`src/rtl/pca_pkg.sv`:
```
package pca_pkg;

    localparam int CNT_W  = 16;
    localparam int NCH    = 3;
    localparam int AW     = 4;
    localparam int DW     = 16;
    localparam int WD_CH  = 2;

    localparam logic [AW-1:0] A_CTRL  = 4'd0;
    localparam logic [AW-1:0] A_CNT   = 4'd1;
    localparam logic [AW-1:0] A_FLAG  = 4'd2;
    localparam logic [AW-1:0] A_WD    = 4'd3;
    localparam logic [AW-1:0] A_MODE0 = 4'd4;
    localparam logic [AW-1:0] A_VAL0  = 4'd8;

    typedef enum logic [2:0] {
        SRC_SYS12 = 3'd0,
        SRC_SYS4  = 3'd1,
        SRC_T0    = 3'd2,
        SRC_EXT   = 3'd3,
        SRC_SYS   = 3'd4,
        SRC_OSC8  = 3'd5
    } src_e;

    typedef enum logic [2:0] {
        M_OFF = 3'd0,
        M_CAP = 3'd1,
        M_SWT = 3'd2,
        M_HSO = 3'd3,
        M_PWM = 3'd4,
        M_FRQ = 3'd5
    } mode_e;

    typedef struct packed {
        mode_e              mode;
        logic [1:0]         edg;    // bit0 rising, bit1 falling
        logic [2:0]         wsel;
        logic [CNT_W-1:0]   val;
        logic [CNT_W-1:0]   act;
        logic               out;
        logic               flag;
        logic [1:0]         sy;
        logic               prev;
    } chan_st_t;

    typedef struct packed {
        logic               en;
        logic [7:0]         offs;
        logic [7:0]         match;
        logic               fire;
    } wd_st_t;

    typedef struct packed {
        src_e               src;
        logic               run;
        logic [CNT_W-1:0]   cnt;
        logic               ovf;
    } base_st_t;

    function automatic logic [CNT_W-1:0] pwm_mask(input logic [2:0] w);
        case (w)
            3'd0:    pwm_mask = 16'h00FF;
            3'd1:    pwm_mask = 16'h01FF;
            3'd2:    pwm_mask = 16'h03FF;
            3'd3:    pwm_mask = 16'h07FF;
            default: pwm_mask = 16'hFFFF;
        endcase
    endfunction

endpackage

```
`src/rtl/pca_tick_gen.sv`:
```
module pca_tick_gen
    import pca_pkg::*;
#(
    parameter int DIV_A   = 12,
    parameter int DIV_B   = 4,
    parameter int OSC_DIV = 8
) (
    input  logic clk,
    input  logic rst_n,
    input  logic run_i,
    input  src_e src_i,
    input  logic t0_ovf_i,
    input  logic ext_cnt_i,
    input  logic ext_osc_i,
    output logic tick_o
);

    localparam int DAW = $clog2(DIV_A);
    localparam int DBW = $clog2(DIV_B);
    localparam int OW  = $clog2(OSC_DIV);

    typedef struct packed {
        logic [DAW-1:0] diva;
        logic [DBW-1:0] divb;
        logic [2:0]     esy;
        logic [2:0]     osy;
        logic [OW-1:0]  odiv;
    } tick_st_t;

    tick_st_t s_d, s_q;
    logic e_edge, o_edge, o_pulse, raw;

    always_comb begin
        s_d     = s_q;
        e_edge  = s_q.esy[1] & ~s_q.esy[2];
        o_edge  = s_q.osy[1] & ~s_q.osy[2];
        o_pulse = o_edge && (s_q.odiv == OW'(OSC_DIV - 1));

        s_d.diva = (s_q.diva == DAW'(DIV_A - 1)) ? '0 : s_q.diva + 1'b1;
        s_d.divb = (s_q.divb == DBW'(DIV_B - 1)) ? '0 : s_q.divb + 1'b1;
        s_d.esy  = {s_q.esy[1:0], ext_cnt_i};
        s_d.osy  = {s_q.osy[1:0], ext_osc_i};
        if (o_edge) begin
            s_d.odiv = s_q.odiv + 1'b1;
        end

        case (src_i)
            SRC_SYS12: raw = (s_q.diva == DAW'(DIV_A - 1));
            SRC_SYS4:  raw = (s_q.divb == DBW'(DIV_B - 1));
            SRC_T0:    raw = t0_ovf_i;
            SRC_EXT:   raw = e_edge;
            SRC_SYS:   raw = 1'b1;
            SRC_OSC8:  raw = o_pulse;
            default:   raw = 1'b0;
        endcase
        tick_o = run_i & raw;
    end

    always_ff @(posedge clk or negedge rst_n) begin
        if (!rst_n) begin
            s_q <= '0;
        end else begin
            s_q <= s_d;
        end
    end


    div_range_chk: assert property (@(posedge clk) disable iff (!rst_n)
        s_q.diva < DAW'(DIV_A));


    div_b_step_chk: assert property (@(posedge clk) disable iff (!rst_n)
        (s_q.divb == DBW'(DIV_B - 1)) |=> (s_q.divb == '0));

endmodule

```
`src/rtl/pca_channel.sv`:
```
module pca_channel
    import pca_pkg::*;
(
    input  logic             clk,
    input  logic             rst_n,
    input  logic             cap_i,
    input  logic             tick_i,
    input  logic [CNT_W-1:0] cnt_q_i,
    input  logic [CNT_W-1:0] cnt_inc_i,
    input  logic             blocked_i,
    input  logic             mode_we_i,
    input  logic             val_we_i,
    input  logic [DW-1:0]    wdata_i,
    input  logic             flag_clr_i,
    output logic [7:0]       mode_o,
    output logic [CNT_W-1:0] val_o,
    output logic             out_o,
    output logic             flag_o
);

    chan_st_t s_d, s_q;
    logic rise, fall;
    logic [CNT_W-1:0] mask, low;

    always_comb begin
        s_d      = s_q;
        rise     = s_q.sy[1] & ~s_q.prev;
        fall     = ~s_q.sy[1] & s_q.prev;
        mask     = pwm_mask(s_q.wsel);
        low      = cnt_inc_i & mask;
        s_d.sy   = {s_q.sy[0], cap_i};
        s_d.prev = s_q.sy[1];

        if (mode_we_i) begin
            s_d.mode = mode_e'(wdata_i[2:0]);
            s_d.edg  = wdata_i[4:3];
            s_d.wsel = wdata_i[7:5];
        end
        if (val_we_i) begin
            s_d.val = wdata_i;
        end
        if (flag_clr_i) begin
            s_d.flag = 1'b0;
        end

        if (!blocked_i) begin
            case (s_q.mode)
                M_CAP: begin
                    if ((rise && s_q.edg[0]) || (fall && s_q.edg[1])) begin
                        s_d.val  = cnt_q_i;
                        s_d.flag = 1'b1;
                    end
                end
                M_SWT, M_HSO: begin
                    if (tick_i && (cnt_inc_i == s_q.val)) begin
                        s_d.flag = 1'b1;
                        if (s_q.mode == M_HSO) begin
                            s_d.out = ~s_q.out;
                        end
                    end
                end
                M_PWM: begin
                    if (tick_i) begin
                        if (low == '0) begin
                            s_d.out = 1'b0;
                            s_d.act = s_q.val;
                        end else if (low == (s_q.act & mask)) begin
                            s_d.out  = 1'b1;
                            s_d.flag = 1'b1;
                        end
                    end
                end
                M_FRQ: begin
                    if (tick_i && (cnt_inc_i[7:0] == s_q.val[7:0])) begin
                        s_d.out      = ~s_q.out;
                        s_d.val[7:0] = s_q.val[7:0] + s_q.val[15:8];
                        s_d.flag     = 1'b1;
                    end
                end
                default: ;
            endcase
        end

        mode_o = {s_q.wsel, s_q.edg, s_q.mode};
        val_o  = s_q.val;
        out_o  = s_q.out;
        flag_o = s_q.flag;
    end

    always_ff @(posedge clk or negedge rst_n) begin
        if (!rst_n) begin
            s_q <= '0;
        end else begin
            s_q <= s_d;
        end
    end


    pwm_roll_low_chk: assert property (@(posedge clk) disable iff (!rst_n)
        (tick_i && !blocked_i && s_q.mode == M_PWM && low == '0) |=> !out_o);


    flag_set_wins_chk: assert property (@(posedge clk) disable iff (!rst_n)
        (tick_i && !blocked_i && s_q.mode == M_SWT && cnt_inc_i == s_q.val) |=> flag_o);


    swt_out_hold_chk: assert property (@(posedge clk) disable iff (!rst_n)
        (s_q.mode == M_SWT && !mode_we_i) |=> $stable(out_o));

endmodule

```
`src/rtl/pca_watchdog.sv`:
```
module pca_watchdog #(
    parameter logic [7:0] OFFS_RST = 8'hFF
) (
    input  logic       clk,
    input  logic       rst_n,
    input  logic [7:0] cnt_hi_i,
    input  logic       ctl_we_i,
    input  logic       ctl_en_i,
    input  logic [7:0] ctl_offs_i,
    input  logic       kick_i,
    output logic       en_o,
    output logic [7:0] offs_o,
    output logic       fire_o
);

    import pca_pkg::*;

    wd_st_t s_d, s_q;

    always_comb begin
        s_d = s_q;
        if (ctl_we_i) begin
            s_d.offs = ctl_offs_i;
            if (!ctl_en_i) begin
                s_d.en = 1'b0;
            end
        end
        if (s_q.en && kick_i) begin
            s_d.match = cnt_hi_i + s_q.offs;
        end else if (s_q.en && (cnt_hi_i == s_q.match)) begin
            s_d.fire = 1'b1;
        end
        en_o   = s_q.en;
        offs_o = s_q.offs;
        fire_o = s_q.fire;
    end

    always_ff @(posedge clk or negedge rst_n) begin
        if (!rst_n) begin
            s_q.en    <= 1'b1;
            s_q.offs  <= OFFS_RST;
            s_q.match <= OFFS_RST;
            s_q.fire  <= 1'b0;
        end else begin
            s_q <= s_d;
        end
    end


    wd_stay_off_chk: assert property (@(posedge clk) disable iff (!rst_n)
        !en_o |=> !en_o);


    wd_no_fire_off_chk: assert property (@(posedge clk) disable iff (!rst_n)
        (!en_o && !fire_o) |=> !fire_o);


    wd_sticky_chk: assert property (@(posedge clk) disable iff (!rst_n)
        fire_o |=> fire_o);

endmodule

```
`src/rtl/pca_timer.sv`:
```
module pca_timer
    import pca_pkg::*;
#(
    parameter logic [7:0] WD_OFFS_RST = 8'hFF,
    parameter int         DIV_A       = 12,
    parameter int         DIV_B       = 4,
    parameter int         OSC_DIV     = 8
) (
    input  logic           clk,
    input  logic           rst_n,
    input  logic           t0_ovf_i,
    input  logic           ext_cnt_i,
    input  logic           ext_osc_i,
    input  logic [NCH-1:0] cap_i,
    input  logic           wr_en_i,
    input  logic [AW-1:0]  wr_addr_i,
    input  logic [DW-1:0]  wr_data_i,
    input  logic [AW-1:0]  rd_addr_i,
    output logic [DW-1:0]  rd_data_o,
    output logic [NCH-1:0] ch_out_o,
    output logic [NCH-1:0] ch_flag_o,
    output logic           ovf_flag_o,
    output logic           wd_rst_o
);

    base_st_t s_d, s_q;
    logic             tick;
    logic [CNT_W-1:0] cnt_inc;
    logic             cnt_we, kick, wd_en;
    logic [7:0]       wd_offs;
    logic [7:0]       ch_mode [NCH];
    logic [CNT_W-1:0] ch_val  [NCH];

    assign cnt_inc = s_q.cnt + 1'b1;
    assign cnt_we  = wr_en_i && (wr_addr_i == A_CNT);
    assign kick    = wr_en_i && (wr_addr_i == AW'(A_VAL0 + WD_CH));

    pca_tick_gen #(
        .DIV_A   (DIV_A),
        .DIV_B   (DIV_B),
        .OSC_DIV (OSC_DIV)
    ) u_tick (
        .clk       (clk),
        .rst_n     (rst_n),
        .run_i     (s_q.run),
        .src_i     (s_q.src),
        .t0_ovf_i  (t0_ovf_i),
        .ext_cnt_i (ext_cnt_i),
        .ext_osc_i (ext_osc_i),
        .tick_o    (tick)
    );

    pca_watchdog #(
        .OFFS_RST (WD_OFFS_RST)
    ) u_wd (
        .clk        (clk),
        .rst_n      (rst_n),
        .cnt_hi_i   (s_q.cnt[15:8]),
        .ctl_we_i   (wr_en_i && (wr_addr_i == A_WD)),
        .ctl_en_i   (wr_data_i[0]),
        .ctl_offs_i (wr_data_i[15:8]),
        .kick_i     (kick),
        .en_o       (wd_en),
        .offs_o     (wd_offs),
        .fire_o     (wd_rst_o)
    );

    for (genvar i = 0; i < NCH; i++) begin : g_ch
        localparam bit IS_WD = (i == WD_CH);
        logic blocked;
        assign blocked = IS_WD && wd_en;

        pca_channel u_ch (
            .clk        (clk),
            .rst_n      (rst_n),
            .cap_i      (cap_i[i]),
            .tick_i     (tick),
            .cnt_q_i    (s_q.cnt),
            .cnt_inc_i  (cnt_inc),
            .blocked_i  (blocked),
            .mode_we_i  (wr_en_i && (wr_addr_i == AW'(A_MODE0 + i))),
            .val_we_i   (wr_en_i && (wr_addr_i == AW'(A_VAL0 + i)) && !blocked),
            .wdata_i    (wr_data_i),
            .flag_clr_i (wr_en_i && (wr_addr_i == A_FLAG) && wr_data_i[i]),
            .mode_o     (ch_mode[i]),
            .val_o      (ch_val[i]),
            .out_o      (ch_out_o[i]),
            .flag_o     (ch_flag_o[i])
        );
    end

    always_comb begin
        s_d = s_q;
        if (wr_en_i && (wr_addr_i == A_CTRL)) begin
            s_d.src = src_e'(wr_data_i[2:0]);
            s_d.run = wr_data_i[3];
        end
        if (wr_en_i && (wr_addr_i == A_FLAG) && wr_data_i[3]) begin
            s_d.ovf = 1'b0;
        end
        if (tick) begin
            s_d.cnt = cnt_inc;
            if (s_q.cnt == '1) begin
                s_d.ovf = 1'b1;
            end
        end
        if (cnt_we) begin
            s_d.cnt = wr_data_i;
        end
    end

    always_comb begin
        rd_data_o = '0;
        case (rd_addr_i)
            A_CTRL: rd_data_o = {12'h000, s_q.run, s_q.src};
            A_CNT:  rd_data_o = s_q.cnt;
            A_FLAG: rd_data_o = {12'h000, s_q.ovf, ch_flag_o};
            A_WD:   rd_data_o = {wd_offs, 7'h00, wd_en};
            default: ;
        endcase
        for (int i = 0; i < NCH; i++) begin
            if (rd_addr_i == AW'(A_MODE0 + i)) rd_data_o = {8'h00, ch_mode[i]};
            if (rd_addr_i == AW'(A_VAL0 + i))  rd_data_o = ch_val[i];
        end
    end

    assign ovf_flag_o = s_q.ovf;

    always_ff @(posedge clk or negedge rst_n) begin
        if (!rst_n) begin
            s_q.src <= SRC_SYS12;
            s_q.run <= 1'b1;
            s_q.cnt <= '0;
            s_q.ovf <= 1'b0;
        end else begin
            s_q <= s_d;
        end
    end


    cnt_step_chk: assert property (@(posedge clk) disable iff (!rst_n)
        (tick && !cnt_we) |=> (s_q.cnt == $past(s_q.cnt) + 16'd1));


    ovf_set_chk: assert property (@(posedge clk) disable iff (!rst_n)
        (tick && s_q.cnt == 16'hFFFF) |=> ovf_flag_o);


    cnt_write_chk: assert property (@(posedge clk) disable iff (!rst_n)
        cnt_we |=> (s_q.cnt == $past(wr_data_i)));


    cnt_idle_chk: assert property (@(posedge clk) disable iff (!rst_n)
        (!tick && !cnt_we) |=> $stable(s_q.cnt));

endmodule

```
`config.mk`:
```
export PLATFORM = sky130hd
export DESIGN_NAME = pca_timer
export DESIGN_NICKNAME = d
export VERILOG_FILES = /design/src/rtl/pca_pkg.sv /design/src/rtl/pca_tick_gen.sv /design/src/rtl/pca_channel.sv /design/src/rtl/pca_watchdog.sv /design/src/rtl/pca_timer.sv
export SDC_FILE = /design/constraint.sdc
export NUM_CORES = 1
export LEC_CHECK = 0
export CORE_MARGIN = 5
export CORE_UTILIZATION = 35
export CTS_CLUSTER_DIAMETER = 80
export DETAILED_ROUTE_END_ITERATION = 7
export PLACE_DENSITY = 0.62
export REMOVE_ABC_BUFFERS = 1
export SLEW_MARGIN = 10
export SYNTH_ARGS = -nofsm -noshare
export SYNTH_HDL_FRONTEND = slang
export SYNTH_SLANG_ARGS = --single-unit
```
`constraint.sdc`:
```
create_clock -name clk -period 10.26 [get_ports clk]
set_input_delay 1.539 -clock clk [delete_from_list [all_inputs] [get_ports clk]]
set_output_delay 1.539 -clock clk [all_outputs]
set_load 0.01 [all_outputs]
```
==> impl_results.md, run 1 <==
* Status: finished clean
* Area grow syn2layout at 11.8%
* DRC at 0
* Period utilization at 61.3%
* Routed WL at roughly 46000 µm
* Vias/cell at between 5 and 6
* Yosys cell types at 77
* Fraction of registers with async set/reset at 100%
* Cell leakage power at 5.91 nW
* H-tree Lvls at 4
* Min Tclk post-route at ~6300 ps
* Worst Path Max Fanout at 16
* Yosys warns at 0
* RSZ-0062 raised after global routing: false
* Primary FF master, synth: dfrtp_1
* Boundary pin count at between 50 and 60
* EDFF count, synth at 0
* Synth area leaders: dfrtp_1, mux2_2, xnor2_1
* CTS Hold Bufs at 0
* Clock Sinks at around 190
* Syn avg cell area at about 9.5 µm²
* Synthesized flop and latch total at roughly 190
* Share of layout cells above drive strength 1 at 12.6%
* Final core utilization at between 30% and 40%
* Final net count at ~1500
* Clock Pin Slew Worst Setup and Hold Paths at roughly 70 ps
* Total CTS buffers at 17
* Pwr per Cell Area at 261 mW/mm²
* Slew @ Worst Pin at around 1300 ps
* Rel. slew slack at approximately 15%
* First-pass GRT wire length at between 60000 and 70000 µm
* Drt wl/cell at between 20 and 25 µm
* Placeable Area at about 0.037 mm²
* Setup violations, final at 0
* Most common cell in the netlist: dfrtp_1
* GRT overflow at 0
* Routed Antenna Nets at 0
* Die Height at slightly above 200 µm
* DRT Pass-1 Iters at 8
* Post-synth top cells: dfrtp_1, nand2_1, xnor2_1, nor2_1, o21ai_0
* CTS tree: done
* Clock Skew at between 10 and 15 ps
* Area fraction of the dominant cell type after synthesis at 32.8%
* Setup CP Type: input port to output port
* Largest net degree at the start of global routing at 122
* Worst Path Required at between 8000 and 9000 ps
* Die X at 203 µm
* Leading area contributor after synthesis: dfrtp_1
* Diode count at 0
* Root Driver: clkbuf_16
* Seq/Total Area, Yosys at between 30% and 40%
* Antenna violations before repair at 1
* PostCTS Resize Cnt at 0
* Crit start category: input port
* Row count at 70
* Worst-Skew Late Latency at about 450 ps
* Max-cap violations at 0
* Initial DRC count at approximately 1100
* Setup crit end kind: output port
* Setup TNS at 0 ps
* Vias in the first global route at about 11000
* Global-route usage over all layers at between 20% and 30%
* Cell area after synthesis at approximately 0.013 mm²
* Initial Util at a little over a third
* Final hold vios at 0
* Post-CTS Setup Repair Bufs at 0
* Hold_ws at between 300 and 400 ps
* IO buf count at 56
* Vias post-DR at between 10000 and 15000
* Peak supply drop at 0.000105 V
* Routability cong. at around 0.98
* Fmax at around 0.16 GHz
* Synthesized instance count at between 1000 and 1500
* Worst hold path class: register to register
* Crit path DAT at ~4800 ps
* Die Area at about 0.041 mm²
* Final HPWL DP at roughly 33000 µm
* Max-slew violations at 0
* Largest buffer count on any clock path at 2
-- power breakdown --
group          internal, mW  total (mW)  leakage (nW)  switching, mW
logic                 0.776        1.77          3.29          0.994
registers             0.914        1.33          2.33          0.418
clock network         0.387       0.706         0.286          0.319
total                  2.08        3.81          5.91           1.73
-- final timing paths --
path                                          from                               end  slack [ps]  cells past startpoint
min in group asynchronous                    rst_n         u_tick.s_q[0]$_DFFE_PN0N_        1260                      1
hold / removal             u_tick.s_d[4]$_DFF_PN0_           u_tick.s_d[5]$_DFF_PN0_         350                      0
setup / recovery                      rd_addr_i[1]                      rd_data_o[7]        3970                      6
max in group asynchronous                    rst_n  g_ch[2].u_ch.val_o[11]$_DFF_PN0_        7470                      2
setup reg to reg                s_q[2]$_DFFE_PN0P_    g_ch[1].u_ch.out_o$_DFFE_PN0P_        5170                     11
hold reg to reg            u_tick.s_d[4]$_DFF_PN0_           u_tick.s_d[5]$_DFF_PN0_         350                      0
-- worst max-delay path, cell delays in order --
cell and delay [ps]:
clkdlybuf4s50_1 790, nand2b_1 360, nor2_1 930, a22oi_1 210, o211ai_1 260, clkdlybuf4s50_1 630
-- registers in the layout, summed over array words and instances (netlist names) --
signal	count
g_ch.u_ch.s_q	51
g_ch.u_ch.s_d	6
g_ch.u_ch.val_o	48
u_tick.s_q	11
g_ch.u_ch.mode_o	24
ovf_flag_o	1
g_ch.u_ch.flag_o	3
u_wd.offs_o	8
u_wd.fire_o	1
u_tick.s_d	4
g_ch.u_ch.out_o	3
u_wd.en_o	1
s_q	20
u_wd.s_q	8
-- placed cells by master (no fill, tap or decap), types with 11 or more instances in the layout --
cell and instances:
dfstp_2 18, a21oi_1 60, clkbuf_16 17, ha_1 37
nor2_1 87, nand4_1 14, a22oi_1 32, inv_1 25
nor2b_1 11, mux2_2 84, dfrtp_1 171, xnor2_1 97
nand2_1 131, nor3_1 27, clkdlybuf4s50_1 55, o21ai_0 87
mux2i_1 60, a211oi_1 14, xor2_1 53, a31oi_1 13
nand3_1 31, nand2b_1 25, buf_4 21, a21o_1 19
-- per-stage QoR --
stage	power, mW	area (µm²)	std cells	worst slack (ps)
2_1_floorplan	2.39	12600	1284	5710
3_3_place_gp	3.04	14000	1829	4070
3_5_place_dp	3.07	14000	1829	4060
4_1_cts	3.78	14600	1861	4080
5_1_grt	4.02	14600	1861	3950
6_report	3.81	14600	1861	3970
-- routing by layer --
layer	GRT usage [%]	routed length, µm
met3	3.45	3350
met2	34.6	20800
met5	0	13
met4	8.41	1820
met1	30.8	20000
-- final cells by class --
cell class | instances | area [µm²]
Multi-Input combinational cell | 1070 | 7820
Inverter | 25 | 93.8
Tap cell | 468 | 586
Sequential cell | 189 | 4750
Timing Repair Buffer | 77 | 722
Clock inverter | 12 | 159
Clock buffer | 20 | 437
Fill cell | 3560 | 22100
-- logic make-up after synthesis --
family / share of synthesized area (%)
muxes: 12.0
xor gates and xnor gates: 11.8
and+or+nand+nor: 16.0
DFF: 36.5
AOI/OAI and AO/OA: 15.8
adders and majority gates: 4.17
buffers and inverters: 3.73
Power figures use the tool's default switching activity.
==> run 2: changes to the inputs <==
PLACE_DENSITY = 0.64   (was 0.62)
clock period = 5.45 ns   (was 10.26 ns; I/O delays follow)
==> impl_results.md, run 2 (synthesis results as in run 1) <==
* Status: finished clean
* Commonest cells after routing, fill and taps aside: dfrtp_1, nand2_1, xnor2_1, nor2_1, o21ai_0
* Sequential share of power at between 30% and 40%
* Worst Path Max Fanout at 13
* Row count at 70
* Largest buffer count on any clock path at 2
* Diode count at 0
* Sw power at 3.21 mW
* Internal power at ~3.8 mW
* Worst R2R Setup Slack at between 1000 and 1500 ps
* Fillers at approximately 3500
* Drt wl/cell at ~24 µm
* Crit path DAT at 3720 ps
* Routed Antenna Nets at 0
* Worst-Skew Late Latency at approximately 450 ps
* FF-to-FF End: g_ch[2].u_ch.out_o$_DFFE_PN0P_
* Share of layout cells above drive strength 1 at 13.3%
* Clock Skew at about 12 ps
* Period utilization at ~83%
* Die X at approximately 200 µm
* Die Area at 0.0412 mm²
* Pwr per Cell Area at just under 500 mW/mm²
* Max FFs per register at ~50
* Post-CTS Setup Repair Bufs at 0
* Initial DRC count at 1175
* Global-route usage over all layers at approximately 22%
* Total CTS buffers at 17
* Worst hold path class: input port to asynchronous set/reset pin
* Cell Area, Placed at about 0.014 mm²
* Cell leakage power at approximately 5.9 nW
* Vias/cell at slightly below 6
* Vias in the first global route at roughly 11000
* Clk pwr share at between 15 and 20%
* Comb pwr share at 46.3%
* Max-cap violations at 0
* Setup CP Type: input port to output port
* Initial Util at 35.5%
* Worst Path Required at between 4000 and 5000 ps
* Boundary pin count at 57
* DRC at 0
* Slew @ Worst Pin at between 1000 and 1500 ps
* Hold_ws at around 300 ps
* Final HPWL DP at 33800 µm
* Largest Register: g_ch.u_ch.s_q
* Largest net degree at the start of global routing at 147
* Antenna violations before repair at 0
* GRT overflow at 0
* Rel. slew slack at between 20% and 30%
* Clock Pin Slew Worst Setup and Hold Paths at 70 ps
* Final hold vios at 0
* PostCTS Resize Cnt at 0
* First-pass GRT wire length at 69400 µm
* Placeable Area at 0.0367 mm²
* Routability cong. at approximately 1
* Peak supply drop at about 0.00022 V
* Area grow syn2layout at 11.9%
* CTS tree: done
* DRT Pass-1 Iters at 8
* Die Height at about 200 µm
* Root Driver: clkbuf_16
* Final net count at roughly 1500
* Most common cell after layout, fill and taps aside: dfrtp_1
* IO buf count at 56
* Min Tclk post-route at about 4500 ps
* RR Startpoint: s_q[2]$_DFFE_PN0P_
* Vias post-DR at roughly 11000
* R2R depth at 10
* Clock Sinks at roughly 190
* CTS Hold Bufs at 0
* Fmax at about 0.22 GHz
* Routed WL at 45600 µm
* Final instance area at ~0.015 mm²
* Setup crit end kind: output port
* Setup violations, final at 0
* Net Sw Frac at roughly 46%
* H-tree Lvls at 4
* Setup TNS at 0 ps
* Max-slew violations at 0
* Crit start category: input port
* RSZ-0062 raised after global routing: false
[run 2: cell types whose count changed in the layout (fill, tap and decap cells not counted), sizes merged]
| cell | delta |
|---|---|
| buf | +9 |
| clkinv | +2 |
| clkbuf | +1 |
| bufinv | -3 |
| inv | -1 |
| clkinvlp | +1 |
[run 2: layer usage]
metal / wire length (µm) / vias up / global-route usage [%]
met5: 0 / - / 0
met4: 1740 / 0 / 8.32
met3: 3080 / 92 / 3.32
met2: 21100 / 490 / 35.4
met1: 19700 / 5479 / 30.0
li1: - / 5011 / -
[run 2: how the worst max path moves through the flow]
stage | slack [ps] | from | end
floorplan | 1450 | s_q[4]$_DFFE_PN0P_ | g_ch[2].u_ch.out_o$_DFFE_PN0P_
global placement | 1000 | rd_addr_i[0] | rd_data_o[6]
detailed placement | 940 | rd_addr_i[0] | rd_data_o[4]
CTS | 940 | rd_addr_i[0] | rd_data_o[4]
global route | 700 | rd_addr_i[0] | rd_data_o[5]
finish | 910 | rd_addr_i[0] | rd_data_o[5]
[run 2: power by group through the flow]
stage | Sequential [mW] | Clock, mW | Combinational [mW]
floorplan | 2.27 | 0 | 2.22
global placement | 2.57 | 0 | 3.11
detailed placement | 2.56 | 0 | 3.18
CTS | 2.54 | 1.21 | 3.20
global route | 2.59 | 1.27 | 3.55
finish | 2.57 | 1.20 | 3.24
[run 2: layout make-up]
type | count | area, µm² | area share (%)
clock buffer | 21 | 450 | 3.09
clock inverter | 11 | 87.6 | 0.600
inverter | 25 | 93.8 | 0.643
multi-input combinational | 1070 | 7820 | 53.6
sequential | 189 | 4750 | 32.6
tap | 468 | 586 | 4.01
timing repair buffer | 86 | 802 | 5.50
[run 2: worst max-delay path, cell delays in order]
cell             delay, ps
clkdlybuf4s50_1        760
nand2b_1               330
nor2_1                 750
a222oi_1               260
nand3_1                230
clkdlybuf4s50_1        580
[run 2: stage by stage]
| stage | utilization (%) | total power, mW | std cells | worst slack [ps] |
|---|---|---|---|---|
| finish | 39.8 | 7.00 | 1870 | 910 |
| global route | 39.8 | 7.40 | 1870 | 699 |
| global placement | 38.3 | 5.68 | 1838 | 999 |
| CTS | 39.8 | 6.96 | 1870 | 939 |
| detailed placement | 38.3 | 5.75 | 1838 | 938 |
| floorplan | - | 4.49 | 1284 | 1450 |
==> run 3: changes to the inputs <==
clock period = 3.8 ns   (was 5.45 ns; I/O delays follow)
==> impl_results.md, run 3 (synthesis results as in run 1) <==
* Vias/cell at a little under 6
* Fmax at roughly 0.27 GHz
* Area grow syn2layout at 15.8%
* Final instance area at around 0.015 mm²
* Vias post-DR at between 10000 and 15000
* Routed WL at 47500 µm
* Root Driver: clkbuf_16
* Setup TNS at 0 ps
* Die Area at 0.0412 mm²
* Share of layout cells above drive strength 1 at between 10% and 20%
* Setup CP Type: input port to output port
* GRT overflow at 0
* Pwr per Cell Area at ~700 mW/mm²
* Total CTS buffers at 17
* Cell Area, Placed at 0.0145 mm²
* CTS Hold Bufs at 0
* Crit path DAT at 3100 ps
* Placeable Area at 0.0367 mm²
* CP startpoint: rd_addr_i[2]
* Worst Path Required at 3230 ps
* First-pass GRT wire length at approximately 70000 µm
* Grt peak-use layer: met2
* Max FFs per register at around 50
* Worst hold path class: input port to asynchronous set/reset pin
* Placed cells at between 1500 and 2000
* Clock Sinks at 189
* Most common cell after layout, fill and taps aside: dfrtp_1
* Overall Power at between 10 and 15 mW
* Post-CTS Setup Repair Bufs at 0
* Final hold vios at 0
* Worst Path Max Fanout at 10
* RR Startpoint: s_q[8]$_DFFE_PN0P_
* Die Height at approximately 200 µm
* Rel. slew slack at between 20 and 30%
* Largest buffer count on any clock path at 2
* PostCTS Resize Cnt at 0
* Diode count at 0
* Routability cong. at between 0.9 and 1
* R2R depth at 10
* Final net count at roughly 1500
* Max-slew violations at 0
* Largest Register: g_ch.u_ch.s_q
* Global-route usage over all layers at 22.8%
* M3 GR Usage at 2.68%
* H-tree Lvls at 4
* Row count at 70
* DRC at 0
* Commonest cells after routing, fill and taps aside: dfrtp_1, nand2_1, xnor2_1, nor2_1, o21ai_0
* Fillers at around 3600
* Vias in the first global route at 11200
* CTS tree: done
* Initial Util at 35.5%
* Met2 GRT Util at 35.9%
* Grt met1 use at a little under a third
* Worst Setup EP: rd_data_o[3]
* Clock Skew at between 15 and 20 ps
* IO buf count at 56
* Finished Layout Cells at a little under 2000
* Worst-Skew Late Latency at around 460 ps
* Final HPWL DP at ~36000 µm
* FF-to-FF End: g_ch[2].u_ch.out_o$_DFFE_PN0P_
* Min Tclk post-route at roughly 3700 ps
* Peak supply drop at just over 0.0004 V
* Setup violations, final at 0
* Drt wl/cell at around 25 µm
* Crit start category: input port
* Slew @ Worst Pin at between 1000 and 1500 ps
* Status: finished clean
* Die X at slightly above 200 µm
* Setup crit end kind: output port
* RSZ-0062 raised after global routing: false
* Max-cap violations at 0
* Worst R2R Setup Slack at around 320 ps
* Initial DRC count at a little over 1000
* Period utilization at around 97%
* Largest net degree at the start of global routing at 83
* Antenna violations before repair at 1
* Routed Antenna Nets at 0
* DRT Pass-1 Iters at 8
* Clock Pin Slew Worst Setup and Hold Paths at around 80 ps
* Cell leakage power at around 6.2 nW
* Boundary pin count at 57
run 3: changes by cell type in the layout (fill, tap and decap cells not counted), sizes merged:
cell / change
buf: +54
clkbuf: -4
inv: +4
bufinv: +2
clkinv: -1
clkinvlp: -1
run 3: cell type report:
cell class / instances / area, µm² / area share [%]
multi-input combinational: 1070 / 7820 / 51.8
sequential: 189 / 4750 / 31.5
timing repair buffer: 140 / 1220 / 8.08
tap: 468 / 586 / 3.88
clock buffer: 17 / 425 / 2.82
clock inverter: 15 / 201 / 1.33
inverter: 25 / 93.8 / 0.622
run 3: report_power, final:
group,switching (mW),total (mW),internal (mW)
Sequential,1.15,3.62,2.47
Clock,0.916,1.93,1.01
Combinational,2.71,4.96,2.24
Total,4.78,10.5,5.72
run 3: worst min-delay path by stage:
| stage | cells after the start | to |
|---|---|---|
| 6_report | 1 | g_ch[2].u_ch.s_q[0]$_DFF_PN0_ |
| 5_1_grt | 1 | g_ch[2].u_ch.s_q[0]$_DFF_PN0_ |
| 4_1_cts | 1 | g_ch[2].u_ch.mode_o[4]$_DFFE_PN0P_ |
| 3_5_place_dp | 0 | g_ch[2].u_ch.s_d[0]$_DFF_PN0_ |
| 3_3_place_gp | 0 | u_tick.s_d[5]$_DFF_PN0_ |
| 2_1_floorplan | 0 | g_ch[0].u_ch.flag_o$_DFF_PN0_ |
run 3: metal layers:
metal / routed length, µm / vias up
met2: 21600 / 521
met1: 20800 / 5671
met5: 0 / -
met4: 1860 / 0
li1: - / 5127
met3: 3200 / 95
run 3: critical path, cell delays in order:
cell,delay (ps)
clkdlybuf4s50_1,720
nand2b_1,160
nor3_1,610
a22oi_1,170
nand3_1,150
mux2i_1,80
nand2_1,100
clkdlybuf4s50_1,540
run 3: through the flow:
stage	setup WS, ps	utilization, %	hold WS (ps)
final	128	41.1	161
after global routing	50.2	41.1	215
after detailed placement	202	39.4	335
after floorplan	-203	-	274
after CTS	197	41.1	188
after global placement	285	39.4	334
